## config.mk

```make
export PLATFORM = sky130hd
export DESIGN_NAME = usb_frame_sched
export DESIGN_NICKNAME = d
export VERILOG_FILES = /design/src/rtl/fs_pkg.sv /design/src/rtl/fs_frame_timer.sv /design/src/rtl/fs_scan_order.sv /design/src/rtl/fs_grant_reg.sv /design/src/rtl/usb_frame_sched.sv
export SDC_FILE = /design/constraint.sdc
export NUM_CORES = 1
export LEC_CHECK = 0
export CAP_MARGIN = 40
export CORE_ASPECT_RATIO = 1.2
export CORE_UTILIZATION = 51
export CTS_CLUSTER_DIAMETER = 50
export DETAILED_ROUTE_END_ITERATION = 16
export GPL_TIMING_DRIVEN = 0
export HOLD_SLACK_MARGIN = 0.02
export PLACE_DENSITY = 0.95
export SLEW_MARGIN = 20
export SYNTH_ARGS = -nofsm -noshare
export SYNTH_HDL_FRONTEND = slang
export SYNTH_HIERARCHICAL = 1
export SYNTH_SLANG_ARGS = --single-unit
```

## constraint.sdc

```tcl
create_clock -name clk -period 4.3 [get_ports clk]
set_input_delay 0.86 -clock clk [delete_from_list [all_inputs] [get_ports clk]]
set_output_delay 0.86 -clock clk [all_outputs]
set_load 0.1 [all_outputs]
```

## src/rtl/fs_pkg.sv

```systemverilog
package fs_pkg;
  typedef enum logic [1:0] {ST_IDLE, ST_SCAN, ST_WAIT, ST_HOLD} fs_state_t;
  typedef enum logic [1:0] {PH_PER, PH_SETUP, PH_DATA} fs_phase_t;
  typedef enum logic [1:0] {
    GK_NONE  = 2'd0,
    GK_PER   = 2'd1,
    GK_SETUP = 2'd2,
    GK_DATA  = 2'd3
  } fs_kind_t;

  // slots per scan phase
  localparam int PER_SLOTS  = 4;
  localparam int DATA_SLOTS = 6;
endpackage

```

## src/rtl/fs_frame_timer.sv

```systemverilog
module fs_frame_timer #(
  parameter int FRAME_CYC = 200,
  localparam int CW = $clog2(FRAME_CYC + 1)
) (
  input  logic clk,
  input  logic rst,
  input  logic reload,
  output logic due
);
  logic [CW-1:0] cnt_q;

  always_ff @(posedge clk) begin
    if (rst)
      cnt_q <= '0;
    else if (reload)
      cnt_q <= CW'(FRAME_CYC - 1);
    else if (cnt_q != '0)
      cnt_q <= cnt_q - 1'b1;
  end

  // frame period has elapsed since the last strobe
  assign due = (cnt_q == '0);
endmodule

```

## src/rtl/fs_scan_order.sv

```systemverilog
module fs_scan_order
  import fs_pkg::*;
#(
  parameter int PIPE_W = 3
) (
  input  fs_phase_t         phase,
  input  logic [2:0]        pos,
  output logic [PIPE_W-1:0] pipe,
  output logic              last,
  output fs_kind_t          kind
);
  always_comb begin
    unique case (phase)
      PH_PER: begin
        unique case (pos)
          3'd0:    pipe = PIPE_W'(1);
          3'd1:    pipe = PIPE_W'(2);
          3'd2:    pipe = PIPE_W'(6);
          default: pipe = PIPE_W'(7);
        endcase
        last = (pos == 3'(PER_SLOTS - 1));
        kind = GK_PER;
      end
      PH_SETUP: begin
        pipe = '0;
        last = 1'b1;
        kind = GK_SETUP;
      end
      default: begin
        pipe = PIPE_W'(pos);
        last = (pos == 3'(DATA_SLOTS - 1));
        kind = GK_DATA;
      end
    endcase
  end
endmodule

```

## src/rtl/fs_grant_reg.sv

```systemverilog
module fs_grant_reg #(
  parameter int PIPE_W = 3
) (
  input  logic              clk,
  input  logic              rst,
  input  logic              sof_set,
  input  logic              load,
  input  logic              clr,
  input  logic [PIPE_W-1:0] pipe_in,
  input  logic [1:0]        kind_in,
  output logic              sof_stb,
  output logic              grant_vld,
  output logic [PIPE_W-1:0] grant_pipe,
  output logic [1:0]        grant_kind
);
  always_ff @(posedge clk) begin
    if (rst) begin
      sof_stb    <= 1'b0;
      grant_vld  <= 1'b0;
      grant_pipe <= '0;
      grant_kind <= 2'd0;
    end else begin
      sof_stb <= sof_set;
      if (load) begin
        grant_vld  <= 1'b1;
        grant_pipe <= pipe_in;
        grant_kind <= kind_in;
      end else if (clr) begin
        grant_vld  <= 1'b0;
        grant_pipe <= '0;
        grant_kind <= 2'd0;
      end
    end
  end
endmodule

```

## src/rtl/usb_frame_sched.sv

```systemverilog
module usb_frame_sched
  import fs_pkg::*;
#(
  parameter int NPIPE     = 8,
  parameter int FRAME_CYC = 200,
  parameter int TIME_W    = 16,
  parameter int MIN_SLOT  = 20,
  localparam int PIPE_W   = $clog2(NPIPE)
) (
  input  logic              clk,
  input  logic              rst,
  input  logic              run_en,
  input  logic [NPIPE-1:0]  per_rdy,
  input  logic              setup_rdy,
  input  logic [NPIPE-1:0]  data_rdy,
  input  logic [TIME_W-1:0] time_left,
  input  logic              xfer_done,
  output logic              sof_stb,
  output logic              grant_vld,
  output logic [PIPE_W-1:0] grant_pipe,
  output logic [1:0]        grant_kind
);
  fs_state_t st_q, st_d, adv_st;
  fs_phase_t ph_q, ph_d, adv_ph;
  logic [2:0] pos_q, pos_d, adv_pos;
  logic hit_q, hit_d, adv_hit;
  logic sof_set, g_load, g_clr;
  logic frame_due, cur_rdy, time_ok, slot_last;
  logic [PIPE_W-1:0] slot_pipe;
  fs_kind_t slot_kind;

  fs_frame_timer #(.FRAME_CYC(FRAME_CYC)) timer_i (
    .clk(clk), .rst(rst), .reload(sof_set), .due(frame_due)
  );

  fs_scan_order #(.PIPE_W(PIPE_W)) order_i (
    .phase(ph_q), .pos(pos_q), .pipe(slot_pipe), .last(slot_last), .kind(slot_kind)
  );

  fs_grant_reg #(.PIPE_W(PIPE_W)) out_i (
    .clk(clk), .rst(rst), .sof_set(sof_set), .load(g_load), .clr(g_clr),
    .pipe_in(slot_pipe), .kind_in(slot_kind),
    .sof_stb(sof_stb), .grant_vld(grant_vld),
    .grant_pipe(grant_pipe), .grant_kind(grant_kind)
  );

  always_comb begin
    unique case (ph_q)
      PH_PER:   cur_rdy = per_rdy[slot_pipe];
      PH_SETUP: cur_rdy = setup_rdy;
      default:  cur_rdy = data_rdy[slot_pipe];
    endcase
  end

  assign time_ok = (time_left >= TIME_W'(MIN_SLOT));

  // position that follows the current slot
  always_comb begin
    adv_st  = ST_SCAN;
    adv_ph  = ph_q;
    adv_pos = pos_q + 3'd1;
    adv_hit = hit_q;
    unique case (ph_q)
      PH_PER: begin
        if (slot_last) begin
          adv_ph  = PH_SETUP;
          adv_pos = 3'd0;
        end
      end
      PH_SETUP: begin
        adv_ph  = PH_DATA;
        adv_pos = 3'd0;
        adv_hit = 1'b0;
      end
      default: begin
        if (slot_last) begin
          adv_pos = 3'd0;
          adv_hit = 1'b0;
          if (!hit_q) adv_st = ST_HOLD;
        end
      end
    endcase
  end

  always_comb begin
    st_d    = st_q;
    ph_d    = ph_q;
    pos_d   = pos_q;
    hit_d   = hit_q;
    sof_set = 1'b0;
    g_load  = 1'b0;
    g_clr   = 1'b0;
    unique case (st_q)
      ST_IDLE: begin
        if (run_en && frame_due) begin
          sof_set = 1'b1;
          st_d    = ST_SCAN;
          ph_d    = PH_PER;
          pos_d   = 3'd0;
          hit_d   = 1'b0;
        end
      end
      ST_WAIT: begin
        if (xfer_done) begin
          g_clr = 1'b1;
          st_d  = adv_st;
          ph_d  = adv_ph;
          pos_d = adv_pos;
          hit_d = adv_hit;
        end
      end
      default: begin
        if (frame_due) begin
          sof_set = 1'b1;
          st_d    = run_en ? ST_SCAN : ST_IDLE;
          ph_d    = PH_PER;
          pos_d   = 3'd0;
          hit_d   = 1'b0;
        end else if (st_q == ST_SCAN) begin
          if (!run_en) begin
            st_d = ST_HOLD;
          end else if (cur_rdy) begin
            if (time_ok) begin
              g_load = 1'b1;
              st_d   = ST_WAIT;
              if (ph_q == PH_DATA) hit_d = 1'b1;
            end else begin
              st_d = ST_HOLD;
            end
          end else begin
            st_d  = adv_st;
            ph_d  = adv_ph;
            pos_d = adv_pos;
            hit_d = adv_hit;
          end
        end
      end
    endcase
  end

  always_ff @(posedge clk) begin
    if (rst) begin
      st_q  <= ST_IDLE;
      ph_q  <= PH_PER;
      pos_q <= 3'd0;
      hit_q <= 1'b0;
    end else begin
      st_q  <= st_d;
      ph_q  <= ph_d;
      pos_q <= pos_d;
      hit_q <= hit_d;
    end
  end
endmodule

```

==> summary.md, run 1 <==
| Metric | Value |
|---|---|
| CP startpoint kind | register |
| Number of global-route vias before repair | 1564 |
| CTS H-tree lvls | 1 |
| P&R area growth vs syn | 38.0% |
| Required time worst endpoint | 4.55 ns |
| Library cells used by synthesis | 53 |
| Clock Skew | 0.00157 ns |
| N_diodes | 0 |
| Period utilization | 0.772 |
| Die footprint | 3250 um2 |
| Hold Startpoint | out_i/grant_vld |
| Capturing point of the worst reg2reg path | out_i/grant_kind[0] |
| Critical path type | reg2reg |
| Slowest-stage cell, CP | or3b_2 |
| Util after Layout | 0.750 |
| Seq/Total Area, Yosys | 0.299 |
| Synth area leaders | dfxtp_1 (30%), mux2i_1 (3.9%), inv_1 (3.4%), nand2_1 (3.4%), a21oi_1 (3.2%) |
| Fin nets | 275 |
| Post-CTS setup buffer count | 0 |
| Clock Path Buffers | 2 |
| Hold path cells | 2 |
| Synthesized area per cell | 8.42 um2 |
| Post-Route Setup TNS | 0 ns |
| Most frequent cell after synthesis | dfxtp_1 |
| Worst ir drop on vdd | 376 uV |
| Leak | 0.000765 uW |
| CP max FO | 10 |
| GRT overflow | 0 |
| Reg2reg start | timer_i/cnt_q[0] |
| Final max-slew violation count | 0 |
| Core ar. | 2840 um2 |
| DRC Markers | 0 |
| Worst Setup End Kind | register |
| Vias per std cell | 6.16 |
| GRT busiest layer | met2 |
| Max-Cap Viols | 0 |
| Hold Crit Class | reg2reg |
| R2R depth | 14 |
| Crit-path max cell delay | 0.46 ns |
| # setup viols final | 0 |
| TritonCTS buffer count | 3 |
| DP HPWL | 3070 um |
| Starting DRT DRC Count | 69 |
| Placed cells | 265 |
| WP buf/inv | 5 |
| Root buf cell | clkbuf_4 |
| Cell taking the most area after synthesis | dfxtp_1 |
| Tightest Pin Transition | 0.650 ns |
| Largest net degree at the start of global routing | 14 |
| Die Y | 62.2 um |
| Cell Chain, Critical Path | inv_1 -> ha_1 -> or3b_2 -> buf_2 -> or2_2 -> inv_1 -> inv_1 -> o2111ai_1 -> o31a_4 -> nand2_1 -> and3_1 -> buf_6 -> or3b_1 -> a21oi_1 |
| Global Route met1 Usage | 0.276 |
| Grt met2 use | 0.498 |
| TritonCTS clock tree | done |
| Worst skew pair latency | 0.31 ns |
| Via count | 1658 |
| Die Span X | 52.2 um |
| Port bufs | 41 |
| RSZ-0062 raised after global routing | no |
| Design area | 2130 um2 |
| Register bit total from synthesis | 23 |
| Delay-heaviest family, CP | simple AND/OR/NAND/NOR gates |
| Mapped Nets | 222 |
| Met3 usage | 0.0319 |
| Pwr Total | 1030 uW |
| Initial antenna violation count | 0 |
| Max Freq | 301 MHz |
| Num rows | 21 |
| Fin cells | 269 |
| Outcome | finished, final reports clean |
| CTS sink count | 23 |
| Async SR Flop Fraction | 0 |
| Share of post-route cells with drive strength above 1 | 0.136 |
| Pwr/cell area | 483 nW/um2 |
| Placed cell area | 2100 um2 |
| WHS Endpoint | out_i/grant_vld |
| Cell area after synthesis | 1540 um2 |
| Reg2Reg Setup Slack | 0.98 ns |
| Initial Util | 0.543 |
| Post-CTS sizing | 0 |
| WP data arrival | 3.57 ns |
| Most common cell on crit path | inv_1 |
| CTS Hold Bufs | 0 |
| Pre-antenna DRT Iters | 4 |
| YS warnings | 6 |
| Worst path depth | 14 |
| Top cell type's share of synthesized area | 0.299 |
| Post-Route WL | 3990 um |
| Overall Global Routing Usage | 0.260 |
| Clock-pin slew on the worst setup and hold paths | 0.13 ns |
| Top post-synthesis cells by count | dfxtp_1 (23), inv_1 (14), nand2_1 (14) |
| Final ANT Viol Nets | 0 |
| First-pass GRT wire length | 6550 um |
| Number of enable flip-flop cells after synthesis | 0 |
| Cells after synthesis | 183 |
| Period minus WS final | 3.32 ns |
| Ports | 44 |
| Ys flop type | dfxtp_1 |
| Hold Vio Cnt, Final | 0 |
| RD Place Congestion | 0.873 |
| Max-slew headroom | 0.565 |
| Drt wl/cell | 14.8 um |
[worst min-delay path, delay by kind of cell (launching register included)]
family	cells	cell delay, ns
flops	1	0.34
simple gates	1	0.06
compound gates	1	0.06
[sequential cells by signal, indices dropped and copies added (netlist names)]
name	cells
st_q	2
out_i/grant_kind	2
out_i/sof_stb	1
timer_i/cnt_q	8
out_i/grant_vld	1
out_i/grant_pipe	3
ph_q	2
hit_q	1
pos_q	3
[cell type report]
type | count | area, um2
tap | 34 | 42.5
clock buffer | 3 | 22.5
buffer | 7 | 52.6
fill | 200 | 711
inverter | 14 | 52.6
clock inverter | 1 | 5.00
multi-input combinational | 139 | 976
timing repair buffer | 48 | 515
sequential | 23 | 460
[power breakdown]
| part | switching [uW] | internal [uW] | leakage, uW | total (uW) |
|---|---|---|---|---|
| sequential | 54.5 | 262 | 0.000187 | 316 |
| combinational | 340 | 267 | 0.000560 | 607 |
| clock | 70.0 | 34.8 | 0.0000177 | 105 |
[worst max path at each step]
stage,from,to,slack (ns)
2_1_floorplan,timer_i/cnt_q[0],out_i/grant_kind[0],1.41
3_3_place_gp,timer_i/cnt_q[0],out_i/grant_pipe[1],1.16
3_5_place_dp,timer_i/cnt_q[0],out_i/grant_kind[0],1.04
4_1_cts,timer_i/cnt_q[0],out_i/grant_kind[0],1.04
5_1_grt,timer_i/cnt_q[0],out_i/grant_kind[0],0.85
6_report,timer_i/cnt_q[0],out_i/grant_kind[0],0.98
[cell usage in the layout (no fill, tap or decap), types with 2 or more instances in the layout]
cell              n
clkdlybuf4s50_1  41
or3b_2            2
buf_8             7
nand3_1           3
a211oi_1          4
a21oi_1          10
nor4_1            5
o41ai_1           3
nor2b_1           6
nor2_1           10
mux2i_1           6
a41oi_1           2
nor3_1            6
ha_1              2
a31oi_1           3
nand4_1           4
or3b_1            5
clkbuf_4          3
buf_2             3
o21ai_0          10
or2_2             2
buf_6             2
a311oi_1          2
nand3b_1          2
nand4bb_1         2
nand2b_1          6
and3_1            2
o2111ai_1         2
nand2_1          14
o31ai_1           3
dfxtp_1          23
inv_1            14
mux2_2            2
[metal layers]
metal,wire length [um],part of all wire
met4,43,0.011
met3,236,0.059
met2,2190,0.55
met1,1520,0.38
met5,0,0
[stage by stage]
stage,setup slack (ns),hold WS (ns)
2_1_floorplan,1.41,0.467
3_3_place_gp,1.16,0.460
3_5_place_dp,1.04,0.476
4_1_cts,1.04,0.494
5_1_grt,0.853,0.534
6_report,0.980,0.489
[kinds of logic (layout without fill, tap and decap cells)]
logic type      after synthesis  count (layout)  synth area share
compound gates               50              50             0.238
xor+xnor                      1               1           0.00568
fa+ha+maj                     2               2            0.0162
buf+inv                      21              73            0.0682
flops                        23              23             0.299
mux                          10              10            0.0755
simple gates                 76              76             0.298
Note: power is estimated with default switching activity, not from simulation.
==> run 2, diff against run 1 <==
CORE_UTILIZATION = 43   (was 51)
PLACE_DENSITY = 0.88   (was 0.95)
clock period = 2.7 ns   (was 4.3 ns; I/O delays follow)
==> run 2 against run 1 <==
Effect of this change: critical endpoint is now out_i/grant_pipe[2]; flip-flop and latch count is the same; total power grew 92%; the run now ends with setup timing left; sequential power grew 61%; clock skew grew 0.0053 ns; cell count grew 7.4%; largest power group unchanged; maximum frequency grew 21%; non-clock buffer count grew 17; combinational power grew 100%; critical path depth shrank 1; wire length grew 19%.
==> summary.md, run 2 (synthesis results as in run 1) <==
| Metric | Value |
|---|---|
| Outcome | finished, violations left |
| Failing checks | setup timing |
| Final ANT Viol Nets | 0 |
| R2R depth | 13 |
| Die Y | 67.6 um |
| Commonest cells after routing, fill and taps aside | clkdlybuf4s50_1 (41), dfxtp_1 (18), buf_4 (16) |
| Share of post-route cells with drive strength above 1 | 0.286 |
| P&R area growth vs syn | 57.8% |
| N_diodes | 0 |
| Crit-path max cell delay | 0.40 ns |
| First-pass GRT wire length | 6830 um |
| Most common cell after layout, fill and taps aside | clkdlybuf4s50_1 |
| Largest net degree at the start of global routing | 14 |
| RD Place Congestion | 0.864 |
| Period minus WS final | 2.75 ns |
| # setup viols final | 2 |
| GRT overflow | 0 |
| Max-Cap Viols | 0 |
| Initial Util | 0.458 |
| CP startpoint kind | register |
| CP max FO | 8 |
| Initial antenna violation count | 0 |
| Slowest-stage cell, CP | dfxtp_4 |
| Largest register FFs | 8 |
| Hold path cells | 2 |
| Drt wl/cell | 16.4 um |
| Die Span X | 56.7 um |
| Pre-antenna DRT Iters | 5 |
| Placed cell area | 2120 um2 |
| DP HPWL | 2930 um |
| Post-Route WL | 4730 um |
| Most common cell on crit path | buf_6 |
| Clock-pin slew on the worst setup and hold paths | 0.09 ns |
| Hold Startpoint | out_i/grant_vld |
| Pint | 1110 uW |
| Die footprint | 3830 um2 |
| Pwr/cell area | 811 nW/um2 |
| RSZ-0062 raised after global routing | yes |
| Core ar. | 3370 um2 |
| Pwr Total | 1970 uW |
| CTS H-tree lvls | 1 |
| Switching pwr | 858 uW |
| Max Freq | 363 MHz |
| Delay-heaviest family, CP | simple AND/OR/NAND/NOR gates |
| Combinational power share | 0.628 |
| Setup ws final | -0.0548 ns |
| Cell Chain, Critical Path | inv_4 -> nor4_4 -> nor3_4 -> buf_6 -> buf_6 -> mux2_4 -> o2111ai_4 -> o31a_4 -> nand2_2 -> and3_4 -> buf_6 -> or3b_1 -> a21oi_2 |
| Sequential power share | 0.259 |
| Clock Path Buffers | 2 |
| CTS sink count | 23 |
| Net Sw Frac | 0.435 |
| Period utilization | 1.02 |
| CTS Hold Bufs | 0 |
| Required time worst endpoint | 2.90 ns |
| Root buf cell | clkbuf_8 |
| Via count | 1745 |
| Leak | 0.000890 uW |
| Tightest Pin Transition | 0.545 ns |
| Max-slew headroom | 0.633 |
| Largest reg by FF count | timer_i/cnt_q |
| Fin nets | 292 |
| Final max-slew violation count | 0 |
| Hold Crit Class | reg2reg |
| Number of global-route vias before repair | 1584 |
| TritonCTS clock tree | done |
| Reg2Reg Setup Slack | -0.05 ns |
| Capturing point of the worst reg2reg path | out_i/grant_pipe[2] |
| Critical path type | reg2reg |
| Util after Layout | 0.722 |
| Hold Vio Cnt, Final | 0 |
| Overall Global Routing Usage | 0.227 |
| Port bufs | 41 |
| Reg2reg start | pos_q[0] |
| DRC Markers | 0 |
| Clock Power Share | 0.113 |
| Worst Setup SP | pos_q[0] |
| Clock Skew | 0.00690 ns |
| WHS Endpoint | out_i/grant_vld |
| Biggest regs | timer_i/cnt_q (8), out_i/grant_pipe (3), pos_q (3) |
| Worst Setup End Kind | register |
| WP buf/inv | 4 |
| Design area | 2430 um2 |
| Worst skew pair latency | 0.28 ns |
| Vias per std cell | 6.04 |
| Starting DRT DRC Count | 102 |
| WP data arrival | 2.95 ns |
| TritonCTS buffer count | 3 |
| Fill count | 233 |
| Worst ir drop on vdd | 711 uV |
| Num rows | 23 |
| Ports | 44 |
## run 2: changes by cell type in the layout (fill, tap and decap cells not counted), moves of 2 or more
cell	delta
buf_4	+16
inv_1	-3
and3_1	-2
o41ai_2	+2
dfxtp_1	-5
o41ai_1	-2
clkbuf_4	-3
nor2_1	-2
clkbuf_8	+3
and3_4	+2
buf_6	+2
dfxtp_2	+2
dfxtp_4	+3
## run 2: worst max-delay path by stage
| stage | to | slack (ns) | cells after the start |
|---|---|---|---|
| 6_report | out_i/grant_pipe[2] | -0.05 | 13 |
| 5_1_grt | out_i/grant_pipe[2] | -0.07 | 13 |
| 4_1_cts | out_i/grant_pipe[0] | 0.001 | 12 |
| 3_5_place_dp | out_i/grant_pipe[0] | -0.35 | 11 |
| 3_3_place_gp | out_i/grant_pipe[1] | -0.32 | 11 |
| 2_1_floorplan | out_i/grant_kind[0] | 0.006 | 14 |
## run 2: tightest hold or removal path, stage by stage, from the launching register on
cell and delay (ns):
dfxtp_1 0.32, nand2b_1 0.07, a21oi_1 0.06
## run 2: repair_timing
action	in CTS	in global routing
pin swaps	10	5
resized for setup	14	18
endpoints found under the setup margin	9	9
setup buffers	12	6
## run 2: area by class of cell
type / count / area (um2) / area share
multi-input combinational: 139 / 1100 / 0.452
timing repair buffer: 66 / 658 / 0.271
sequential: 23 / 474 / 0.195
inverter: 14 / 60.1 / 0.0247
buffer: 6 / 47.5 / 0.0195
tap: 37 / 46.3 / 0.0190
clock buffer: 3 / 41.3 / 0.0170
clock inverter: 1 / 5.00 / 0.00206
## run 2: metal layers
layer	part of all wire	track usage	up-vias	wire, um
li1	-	-	830	-
met1	0.38	0.254	812	1810
met2	0.53	0.426	76	2490
met3	0.050	0.0326	27	236
met4	0.041	0.101	0	192
met5	0	0	-	0
## run 2: metrics by stage
stage | TNS (ns) | hold WS, ns | worst slack, ns | std cells
after global placement | -1.53 | 0.461 | -0.320 | 261
after global routing | -0.300 | 0.515 | -0.0692 | 289
after floorplan | 0 | 0.467 | 0.00630 | 183
final | -0.0615 | 0.486 | -0.0548 | 289
after detailed placement | -1.81 | 0.463 | -0.351 | 268
after CTS | 0 | 0.477 | 0.00132 | 283
## run 2: power by group through the flow
stage / combinational [uW] / clock (uW) / sequential, uW
floorplan: 684 / 0 / 552
global placement: 935 / 0 / 498
detailed placement: 990 / 0 / 502
CTS: 1080 / 226 / 498
global route: 1320 / 241 / 524
finish: 1240 / 223 / 510
